--- src/rtl/cts_pkg.sv ---
package cts_pkg;

   typedef enum logic [2:0] {
      PH_IDLE,
      PH_PRE,
      PH_TX,
      PH_POST,
      PH_LINK
   } phase_e;

   localparam logic [2:0] A_CTRL = 3'd0;
   localparam logic [2:0] A_TIME = 3'd1;
   localparam logic [2:0] A_DUR  = 3'd2;
   localparam logic [2:0] A_TAP  = 3'd3;
   localparam logic [2:0] A_RES  = 3'd4;

   localparam int CTRL_GO   = 15;
   localparam int CTRL_DONE = 1;
   localparam int CTRL_FAIL = 0;
   localparam int TIME_AMP  = 12;

   localparam logic [1:0] V_OK    = 2'd0;
   localparam logic [1:0] V_SHORT = 2'd1;
   localparam logic [1:0] V_OPEN  = 2'd2;
   localparam logic [1:0] V_NONE  = 2'd3;

   function automatic int unsigned silence_ms(input logic [1:0] code);
      case (code)
         2'd0:    return 0;
         2'd1:    return 10;
         2'd2:    return 100;
         default: return 1000;
      endcase
   endfunction

endpackage

--- src/rtl/cts_timer.sv ---
module cts_timer #(
   parameter int CW = 16
) (
   input  logic          clk,
   input  logic          rst_n,
   input  logic          load,
   input  logic [CW-1:0] load_val,
   input  logic          tick,
   output logic          expire
);

   logic [CW-1:0] rem_q;

   assign expire = (rem_q == '0) || (tick && (rem_q == CW'(1)));

   always_ff @(posedge clk or negedge rst_n) begin
      if (!rst_n)
         rem_q <= '0;
      else if (load)
         rem_q <= load_val;
      else if (tick && (rem_q != '0))
         rem_q <= rem_q - CW'(1);
   end


   no_climb_chk: assert property (@(posedge clk) disable iff (!rst_n)
      !$past(load) |-> (rem_q <= $past(rem_q)));

endmodule

--- src/rtl/cts_ctrl.sv ---
module cts_ctrl
   import cts_pkg::*;
#(
   parameter int CW           = 16,
   parameter int TICKS_PER_MS = 1000
) (
   input  logic          clk,
   input  logic          rst_n,
   input  logic          go,
   input  logic          line_active,
   input  logic          expire,
   input  logic [1:0]    pre_code,
   input  logic [1:0]    post_code,
   input  logic [15:0]   dur,
   output logic          load,
   output logic [CW-1:0] load_val,
   output logic          tx_en,
   output logic          force_link,
   output logic          clear,
   output logic          set_done,
   output logic          set_fail,
   output logic          capture
);

   phase_e state, nxt;
   logic [CW-1:0] pre_ticks, post_ticks;

   assign pre_ticks  = CW'(silence_ms(pre_code) * TICKS_PER_MS);
   assign post_ticks = CW'(silence_ms(post_code) * TICKS_PER_MS);

   always_comb begin
      nxt      = state;
      load     = 1'b0;
      load_val = '0;
      clear    = 1'b0;
      set_done = 1'b0;
      set_fail = 1'b0;
      capture  = 1'b0;
      case (state)
         PH_IDLE, PH_LINK: if (go) begin
            nxt      = PH_PRE;
            load     = 1'b1;
            load_val = pre_ticks;
            clear    = 1'b1;
         end
         PH_PRE: if (line_active) begin
            nxt      = PH_IDLE;
            set_done = 1'b1;
            set_fail = 1'b1;
         end else if (expire) begin
            nxt      = PH_TX;
            load     = 1'b1;
            load_val = CW'(dur);
         end
         PH_TX: if (line_active) begin
            nxt      = PH_IDLE;
            set_done = 1'b1;
            set_fail = 1'b1;
         end else if (expire) begin
            nxt      = PH_POST;
            load     = 1'b1;
            load_val = post_ticks;
            capture  = 1'b1;
            set_done = 1'b1;
         end
         PH_POST: if (expire) nxt = PH_LINK;
         default: nxt = PH_IDLE;
      endcase
   end

   always_ff @(posedge clk or negedge rst_n) begin
      if (!rst_n) state <= PH_IDLE;
      else        state <= nxt;
   end

   assign tx_en      = (state == PH_TX);
   assign force_link = (state == PH_LINK);


   busy_ignore_chk: assert property (@(posedge clk) disable iff (!rst_n)
      ((state == PH_PRE || state == PH_TX || state == PH_POST) && go && !line_active && !expire)
      |=> (state == $past(state)));


   abort_chk: assert property (@(posedge clk) disable iff (!rst_n)
      ((state == PH_PRE || state == PH_TX) && line_active) |=> (state == PH_IDLE));


   order_chk: assert property (@(posedge clk) disable iff (!rst_n)
      $rose(force_link) |-> ($past(state) == PH_POST));


   post_ignore_chk: assert property (@(posedge clk) disable iff (!rst_n)
      (state == PH_POST && line_active && !expire) |=> (state == PH_POST));

endmodule

--- src/rtl/cts_regs.sv ---
module cts_regs
   import cts_pkg::*;
#(
   parameter int TAP_W           = 7,
   parameter int LOC_W           = 10,
   parameter int DUR_RESET       = 16000,
   parameter int TAP_START_RESET = 4,
   parameter int TAP_END_RESET   = 36
) (
   input  logic             clk,
   input  logic             rst_n,
   input  logic             wr_en,
   input  logic [2:0]       wr_addr,
   input  logic [15:0]      wr_data,
   input  logic [2:0]       rd_addr,
   output logic [15:0]      rd_data,
   output logic             go,
   output logic [1:0]       pre_code,
   output logic [1:0]       post_code,
   output logic             amp_hi,
   output logic [15:0]      dur,
   output logic [TAP_W-1:0] tap_start,
   output logic [TAP_W-1:0] tap_end,
   input  logic             clear,
   input  logic             set_done,
   input  logic             set_fail,
   input  logic             capture,
   input  logic             echo_peak,
   input  logic             echo_sign,
   input  logic [LOC_W-1:0] echo_loc,
   output logic [1:0]       verdict
);

   logic             done_q, fail_q, peak_q, sign_q;
   logic [LOC_W-1:0] loc_q;
   logic [15:0]      res_word, time_word, tap_word;

   assign go = wr_en && (wr_addr == A_CTRL) && wr_data[CTRL_GO];

   always_ff @(posedge clk or negedge rst_n) begin
      if (!rst_n) begin
         pre_code  <= '0;
         post_code <= '0;
         amp_hi    <= 1'b0;
         dur       <= 16'(DUR_RESET);
         tap_start <= TAP_W'(TAP_START_RESET);
         tap_end   <= TAP_W'(TAP_END_RESET);
      end else if (wr_en) begin
         case (wr_addr)
            A_TIME: begin
               pre_code  <= wr_data[1:0];
               post_code <= wr_data[3:2];
               amp_hi    <= wr_data[TIME_AMP];
            end
            A_DUR: dur <= wr_data;
            A_TAP: begin
               tap_start <= wr_data[TAP_W-1:0];
               tap_end   <= wr_data[8 +: TAP_W];
            end
            default: ;
         endcase
      end
   end

   always_ff @(posedge clk or negedge rst_n) begin
      if (!rst_n) begin
         done_q <= 1'b0;
         fail_q <= 1'b0;
         peak_q <= 1'b0;
         sign_q <= 1'b0;
         loc_q  <= '0;
      end else if (clear) begin
         done_q <= 1'b0;
         fail_q <= 1'b0;
         peak_q <= 1'b0;
         sign_q <= 1'b0;
         loc_q  <= '0;
      end else begin
         if (set_done) done_q <= 1'b1;
         if (set_fail) fail_q <= 1'b1;
         if (capture) begin
            peak_q <= echo_peak;
            sign_q <= echo_sign;
            loc_q  <= echo_loc;
         end
      end
   end

   always_comb begin
      if (fail_q)       verdict = V_NONE;
      else if (!peak_q) verdict = V_OK;
      else if (sign_q)  verdict = V_OPEN;
      else              verdict = V_SHORT;
   end

   always_comb begin
      res_word           = '0;
      res_word[LOC_W-1:0] = loc_q;
      res_word[10]       = sign_q;
      res_word[11]       = peak_q;
      res_word[13:12]    = verdict;
      time_word          = '0;
      time_word[1:0]     = pre_code;
      time_word[3:2]     = post_code;
      time_word[TIME_AMP] = amp_hi;
      tap_word           = '0;
      tap_word[TAP_W-1:0] = tap_start;
      tap_word[8 +: TAP_W] = tap_end;
      case (rd_addr)
         A_CTRL:  rd_data = {14'd0, done_q, fail_q};
         A_TIME:  rd_data = time_word;
         A_DUR:   rd_data = dur;
         A_TAP:   rd_data = tap_word;
         A_RES:   rd_data = res_word;
         default: rd_data = '0;
      endcase
   end


   fail_done_chk: assert property (@(posedge clk) disable iff (!rst_n)
      fail_q |-> done_q);


   result_hold_chk: assert property (@(posedge clk) disable iff (!rst_n)
      (done_q && !clear) |=> (done_q && $stable(loc_q) && $stable(peak_q) && $stable(sign_q)));


   capture_chk: assert property (@(posedge clk) disable iff (!rst_n)
      ($rose(done_q) && !fail_q) |-> (loc_q == $past(echo_loc) && peak_q == $past(echo_peak)
                                       && sign_q == $past(echo_sign)));

endmodule

--- src/rtl/cabletest_seq.sv ---
module cabletest_seq #(
   parameter int TICKS_PER_MS    = 1000,
   parameter int DUR_RESET       = 16000,
   parameter int TAP_W           = 7,
   parameter int LOC_W           = 10,
   parameter int TAP_START_RESET = 4,
   parameter int TAP_END_RESET   = 36
) (
   input  logic             clk,
   input  logic             rst_n,
   input  logic             tick_us,
   input  logic             wr_en,
   input  logic [2:0]       wr_addr,
   input  logic [15:0]      wr_data,
   input  logic [2:0]       rd_addr,
   output logic [15:0]      rd_data,
   input  logic             line_active,
   input  logic             echo_peak,
   input  logic             echo_sign,
   input  logic [LOC_W-1:0] echo_loc,
   output logic             tx_en,
   output logic             amp_hi,
   output logic             force_link,
   output logic [TAP_W-1:0] tap_start,
   output logic [TAP_W-1:0] tap_end,
   output logic [1:0]       verdict
);

   localparam int MAX_SIL = 1000 * TICKS_PER_MS;
   localparam int SIL_W   = $clog2(MAX_SIL + 1);
   localparam int CW      = (SIL_W > 16) ? SIL_W : 16;

   if (LOC_W < 1 || LOC_W > 10) begin : g_loc_bad
      $error("LOC_W must lie in 1..10");
   end
   if (TAP_W < 1 || TAP_W > 7) begin : g_tap_bad
      $error("TAP_W must lie in 1..7");
   end
   if (TICKS_PER_MS < 1) begin : g_tpm_bad
      $error("TICKS_PER_MS must be positive");
   end

   logic          go, load, expire, clear, set_done, set_fail, capture;
   logic [CW-1:0] load_val;
   logic [1:0]    pre_code, post_code;
   logic [15:0]   dur;

   cts_regs #(
      .TAP_W(TAP_W), .LOC_W(LOC_W), .DUR_RESET(DUR_RESET),
      .TAP_START_RESET(TAP_START_RESET), .TAP_END_RESET(TAP_END_RESET)
   ) u_regs (
      .clk(clk), .rst_n(rst_n), .wr_en(wr_en), .wr_addr(wr_addr), .wr_data(wr_data),
      .rd_addr(rd_addr), .rd_data(rd_data), .go(go), .pre_code(pre_code),
      .post_code(post_code), .amp_hi(amp_hi), .dur(dur), .tap_start(tap_start),
      .tap_end(tap_end), .clear(clear), .set_done(set_done), .set_fail(set_fail),
      .capture(capture), .echo_peak(echo_peak), .echo_sign(echo_sign),
      .echo_loc(echo_loc), .verdict(verdict)
   );

   cts_ctrl #(.CW(CW), .TICKS_PER_MS(TICKS_PER_MS)) u_ctrl (
      .clk(clk), .rst_n(rst_n), .go(go), .line_active(line_active), .expire(expire),
      .pre_code(pre_code), .post_code(post_code), .dur(dur), .load(load),
      .load_val(load_val), .tx_en(tx_en), .force_link(force_link), .clear(clear),
      .set_done(set_done), .set_fail(set_fail), .capture(capture)
   );

   cts_timer #(.CW(CW)) u_timer (
      .clk(clk), .rst_n(rst_n), .load(load), .load_val(load_val),
      .tick(tick_us), .expire(expire)
   );

endmodule

--- config.mk ---
export PLATFORM = sky130hd
export DESIGN_NAME = cabletest_seq
export DESIGN_NICKNAME = d
export VERILOG_FILES = /design/src/rtl/cts_pkg.sv /design/src/rtl/cts_timer.sv /design/src/rtl/cts_ctrl.sv /design/src/rtl/cts_regs.sv /design/src/rtl/cabletest_seq.sv
export SDC_FILE = /design/constraint.sdc
export NUM_CORES = 1
export LEC_CHECK = 0
export ABC_AREA = 1
export BUFFER_PORTS_ARGS = -buffer_cell sky130_fd_sc_hd__buf_2
export CORE_MARGIN = 4
export CORE_UTILIZATION = 57
export DETAILED_ROUTE_END_ITERATION = 6
export PLACE_DENSITY = 0.81
export SYNTH_ARGS = -nofsm -noshare
export SYNTH_HDL_FRONTEND = slang
export SYNTH_SLANG_ARGS = --single-unit
--- constraint.sdc ---
create_clock -name clk -period 2.1 [get_ports clk]
set_clock_uncertainty 0.05 [all_clocks]
set_input_delay 0.105 -clock clk [delete_from_list [all_inputs] [get_ports clk]]
set_output_delay 0.105 -clock clk [all_outputs]
set_load 0.03 [all_outputs]
* After elaboration in Yosys (flattened, before gate mapping)
Index checks and enable logic that the tools add are counted.
Operators by class: $add $sub $neg 1, multipliers 2, equal/unequal tests 20, muxes and demuxes 41, reductions and logical operators 22
Operator list (count):
- two-way mux 20 bit | 6
- one-hot mux 16 bit (5 select lines) | 1
- one-hot mux 10 bit (3 select lines) | 2
- one-hot mux 20 bit (3 select lines) | 1
- multiplier 10 x 7 -> 17 bit (second input constant) | 2
- equality test 20 x 1 -> 1 bit (second input constant) | 1
- logical NOT 20 bit | 1
- two-way mux 10 bit | 2
- nonzero test 20 bit | 1
- subtractor 20 x 1 -> 20 bit (second input constant) | 1
- equality test 3 x 2 -> 1 bit (second input constant) | 6
- two-way mux 3 bit | 6
- two-way mux 1 bit | 16
- two-way mux 16 bit | 1
- one-hot mux 3 bit (4 select lines) | 1
- equality test 3 x 1 -> 1 bit (second input constant) | 3
- logical NOT 3 bit | 3
- nonzero test 2 bit | 4
- equality test 3 bit (second input constant) | 2
- two-way mux 2 bit | 3
- AND reduction 2 bit | 3
- equality test 2 x 1 -> 1 bit (second input constant) | 2
- equality test 2 bit (second input constant) | 2
- logical AND 1 bit | 4
- 8 further kinds | 12
Storage, ports and cells: register bits after elaboration 72, output and inout bits 35

* Logic depth before layout (Yosys ltp)
word-level depth 8, mapped depth 13

* Cells and area by module
A second synthesis with hierarchy kept.
Unflattened totals: cells, all modules 675, area, all modules 4707.0 µm²
Modules (own cells, without submodules):
- cts_regs | times used 1, cells each 296, area an instance 2381.0 µm²
- cts_timer | times used 1, cells each 257, area an instance 1582.8 µm²
- cts_ctrl | times used 1, cells each 122, area an instance 743.2 µm²

* Least setup slack after synthesis
OpenSTA, ideal clock, no wires.
path type register to register, start point reg u_ctrl.state[2], end point reg u_timer.rem_q[15], arrival time 1.696 ns, data required time 1.932 ns, path slack 0.236 ns, stages on the path, launching flop included 10, period minus slack after synthesis 1.864 ns, cell sequence dfrtp_1 > nor3_2 > inv_2 > nand2_1 > nand3_4 > nand2_4 > buf_6 > nand2_1 > a21oi_1 > nor2_1
On the way: longest elaborated chain between the ends 4, elaborated cells between the ends (all ways) 10, those cells by class eq/ne (3); mux (3); reduce/logical (4)
Ends and longest elaborated chain:
- start: declaration | line cts_ctrl.sv:25 | phase_e state, nxt;
- start signal: assignment | line cts_ctrl.sv:73 | else state <= nxt;
- equality test 3 x 2 -> 1 bit *
- via tx_en | line cabletest_seq.sv:21 | output logic tx_en,
- OR reduction 2 bit (no line)
- one-hot mux 1 bit (2 select lines) | line cts_ctrl.sv:39 | case (state)
- two-way mux 20 bit / nonzero test 2 bit (equally long branches)
- end signal: assignment | line cts_timer.sv:20 | rem_q <= load_val;
- end signal: assignment | line cts_timer.sv:22 | rem_q <= rem_q - CW'(1);
- end: declaration | line cts_timer.sv:12 | logic [CW-1:0] rem_q;
The timed path passes the listed nets; every way through them passes the cells marked *. A chain may end at the register's enable or synchronous reset.

* Final worst setup path
start point reg u_timer.rem_q[12], end point reg u_regs.loc_q[3]
On the way: longest elaborated chain between the ends 7, elaborated cells between the ends (all ways) 8, those cells by class eq/ne (1); mux (3); reduce/logical (4)
Ends and longest elaborated chain:
- equality test 20 x 1 -> 1 bit | line cts_timer.sv:14 | assign expire = (rem_q == '0) || (tick && (rem_q == CW'(1)));
- logical AND 1 bit | line cts_timer.sv:14
- logical OR 1 bit * | line cts_timer.sv:14
- two-way mux 1 bit * | line cts_ctrl.sv:59 | end else if (expire) begin
- two-way mux 1 bit *
- two-way mux 1 bit * | line cts_ctrl.sv:39
- nonzero test 2 bit (no line) *
- end signal: assignment | line cts_regs.sv:84 | loc_q <= echo_loc;
- end: declaration | line cts_regs.sv:35 | logic [LOC_W-1:0] loc_q;
Every way passes the cells marked *; elsewhere a longest branch is shown, timed or not.

==> reports/metrics.cfg <==
[clocking]
cts.path.max_buffers=2
clk_latency_ps=350
cts_made_buffers=9
path_clk_slew_ps=80
post_cts_buffers=0
clockRootBuffer=clkbuf_8
cts_tree=yes
cts_max_level=3
clkSinkCount=72

[power_and_ir_drop]
clockPowerShare=0.214
internal-power_mw=2.982
power_switching_mw=2.091
p_leak_nw=2.646
peakVddDrop_mv=0.6625
pwr-share-seq=0.436
swShare=0.4122
combPwrFrac=0.350
pwr_density_cell_nw_per_um2=956.1

[detailed_routing]
drtAntennaViolNets=0
dr.pass1.iters=5
routed_via_density=5.483
vias=4293
drt_iter0_drc=382
routed_wl_um=12060
wl_per_cell_um=15.40
drc=0

[final_layout]
syn2layout_area_growth_pct=24.37
nets=735
diodes=0
fin_area_um2=5306
fin_cells=783
layout-drive-gt1-share=0.2091

[synthesis]
synth_mux_area_frac=0.002639
synthDistinctLibCells=36
synth-simple-area-share=0.2801
yosysTopAreaCell=dfrtp_1
synth-compound-area-share=0.1323
synthesis.area_um2=4267
yosys_warnings=0
ys_seq_elements=72
synthFlopType=dfrtp_1
synth_cells=567
synth_top_area_frac=0.3695
async_flop_share=1.000
yosys-top-cells-area=dfrtp_1 (37%), nand2_1 (15%), o21ai_0 (6.9%)
synth_fa_ha_area_frac=0.04985
synth_most_common_cell=nand2_1
synthTopCellsByCount=nand2_1 (171), inv_1 (69), dfrtp_1 (63)
synth_top_family_by_area=simple AND/OR/NAND/NOR gates
syn_area_per_cell_um2=7.525
synth_nets=623
synth_xor_area_frac=0.02463
synth-edff-count=0
ys_seq_area_frac=0.4249

[timing]
maxSlewHeadroom=0.5639
hold_violations=0
fmax_ghz=0.5114
fin_crit_sh=0.9311
rsz0062_at_grt=yes
setup_viol=0
worstMarginPinSlew_ps=649.1
min_period_ps=1955
slew_violations=0

[floorplanning]
fp-row-count=31
dieArea_um2=8933
coreArea_um2=7253
die_h_um=94.52
start_util=0.5882
die_x_um=94.52
ios=74

[worst_setup_path]
cpMaxStageDelayCell=dfrtp_1
crit_chain=nor2_4 -> nand2_2 -> nor2_4 -> nand3_2 -> nor2_4 -> buf_12 -> inv_1 -> nand2_1 -> buf_4 -> o21ai_0
critPathKind=flop to flop
path_common_cell=nor2_4
startpoint_type=flop
end_kind=flop
arrival_ps=2130
crit_path_max_incr_delay_ps=440
path_buf_inv=3
worstPathMaxFanout=21
crit_family=simple AND/OR/NAND/NOR gates
crit_required_ps=2270

[global_route]
overflow=0
grt_pass1_wl_um=20190
antenna_found_initial=0
track_usage=0.2901
grt_max_degree=73
grt_pass1_vias=4323

[placement]
place_area_um2=4821
dp.final_hpwl_um=8548
globalplace.congestion=0.9720
dp.cells=741
port_buffers=73

[run_status]
status=completed

[min_path]
min_path_type=input port to flop

[flow_run]
cap_viol_max_count=0

[power by group through the flow]
stage | clock [mW] | combinational [mW] | sequential (mW)
after floorplan | 0 | 1.14 | 2.22
after global placement | 0 | 1.64 | 2.20
after detailed placement | 0 | 1.69 | 2.22
after CTS | 1.10 | 1.75 | 2.20
after global routing | 1.16 | 2.00 | 2.26
final | 1.09 | 1.78 | 2.21
[cell type report]
cell class / count / area [um2]
Multi-Input combinational cell: 406 / 2125
Fill cell: 568 / 1947
Sequential cell: 72 / 1813
Timing Repair Buffer: 116 / 778.2
Inverter: 74 / 277.8
Clock buffer: 10 / 127.6
Tap cell: 99 / 123.9
Clock inverter: 6 / 61.31
[kinds of logic after synthesis]
family / Yosys count
muxes: 1
AOI/OAI and AO/OA: 99
adders and majority gates: 17
buffers and inverters: 89
DFF: 72
and+or+nand+nor: 277
xor gates and xnor gates: 12
[worst min-delay path, delay by kind of cell]
| kind | cells | cell delay [ps] |
|---|---|---|
| buf+inv | 2 | 180 |
| compound gates | 1 | 90 |
[per-layer routing]
metal / vias up / part of all wire / global-route usage
met5: - / 0 / 0
met4: 0 / 0.022 / 0.1094
met3: 25 / 0.072 / 0.06215
met2: 195 / 0.49 / 0.4758
met1: 2035 / 0.42 / 0.3782
li1: 2038 / - / -
[sequential cells by signal (all words and copies together) (netlist names)]
signal	flops
u_regs.post_code	2
u_regs.peak_q	1
u_regs.loc_q	10
u_regs.fail_q	1
u_regs.tap_start	7
u_regs.amp_hi	1
u_regs.pre_code	2
u_ctrl.state	3
u_timer.rem_q	20
u_regs.done_q	1
u_regs.sign_q	1
u_regs.tap_end	7
u_regs.dur	16
[final timing paths]
kind,start,end,slack (ps),cells past startpoint
setup / recovery,u_timer.rem_q[12]$_DFFE_PN0P_,u_regs.loc_q[3]$_DFFE_PN0P_,140,10
hold / removal,wr_data[0],u_regs.pre_code[0]$_DFFE_PN0P_,30,3
setup reg to reg,u_timer.rem_q[12]$_DFFE_PN0P_,u_regs.loc_q[3]$_DFFE_PN0P_,140,10
hold reg to reg,u_regs.tap_end[2]$_DFFE_PN1P_,u_regs.tap_end[2]$_DFFE_PN1P_,460,2
max in group asynchronous,rst_n,u_regs.dur[13]$_DFFE_PN1P_,1380,3
min in group asynchronous,rst_n,u_ctrl.state[0]$_DFFE_PN0P_,260,3
[per-stage QoR]
step	hold slack, ps	utilization	total power, mW	TNS, ps	setup slack [ps]
3_3_place_gp	113.4	0.6647	3.843	0	116.5
2_1_floorplan	-240.6	-	3.353	0	236.4
3_5_place_dp	119.4	0.6647	3.915	0	17.57
6_report	26.75	0.7316	5.074	0	144.8
5_1_grt	44.88	0.7316	5.422	-50.61	-24.97
4_1_cts	15.63	0.7266	5.043	0	12.41
[placed cells by master (no fill, tap or decap), types with 13 or more instances in the layout]
cell type,synthesis,routed
o21ai_0,59,58
nand3_1,30,30
buf_4,4,15
dfrtp_1,63,63
inv_1,69,67
buf_2,1,73
nand2_1,171,171
a21oi_1,14,13
dlygate4sd3_1,0,26
ha_1,17,17
nor2_1,45,43
[what timing repair did]
| action | in CTS | in global routing |
|---|---|---|
| gates resized for setup | 0 | 11 |
| endpoints found under the setup margin | 0 | 32 |
| hold buffers | 26 | 0 |
| endpoints found under the hold margin | 97 | 0 |
(Power assumes the default switching activity.)
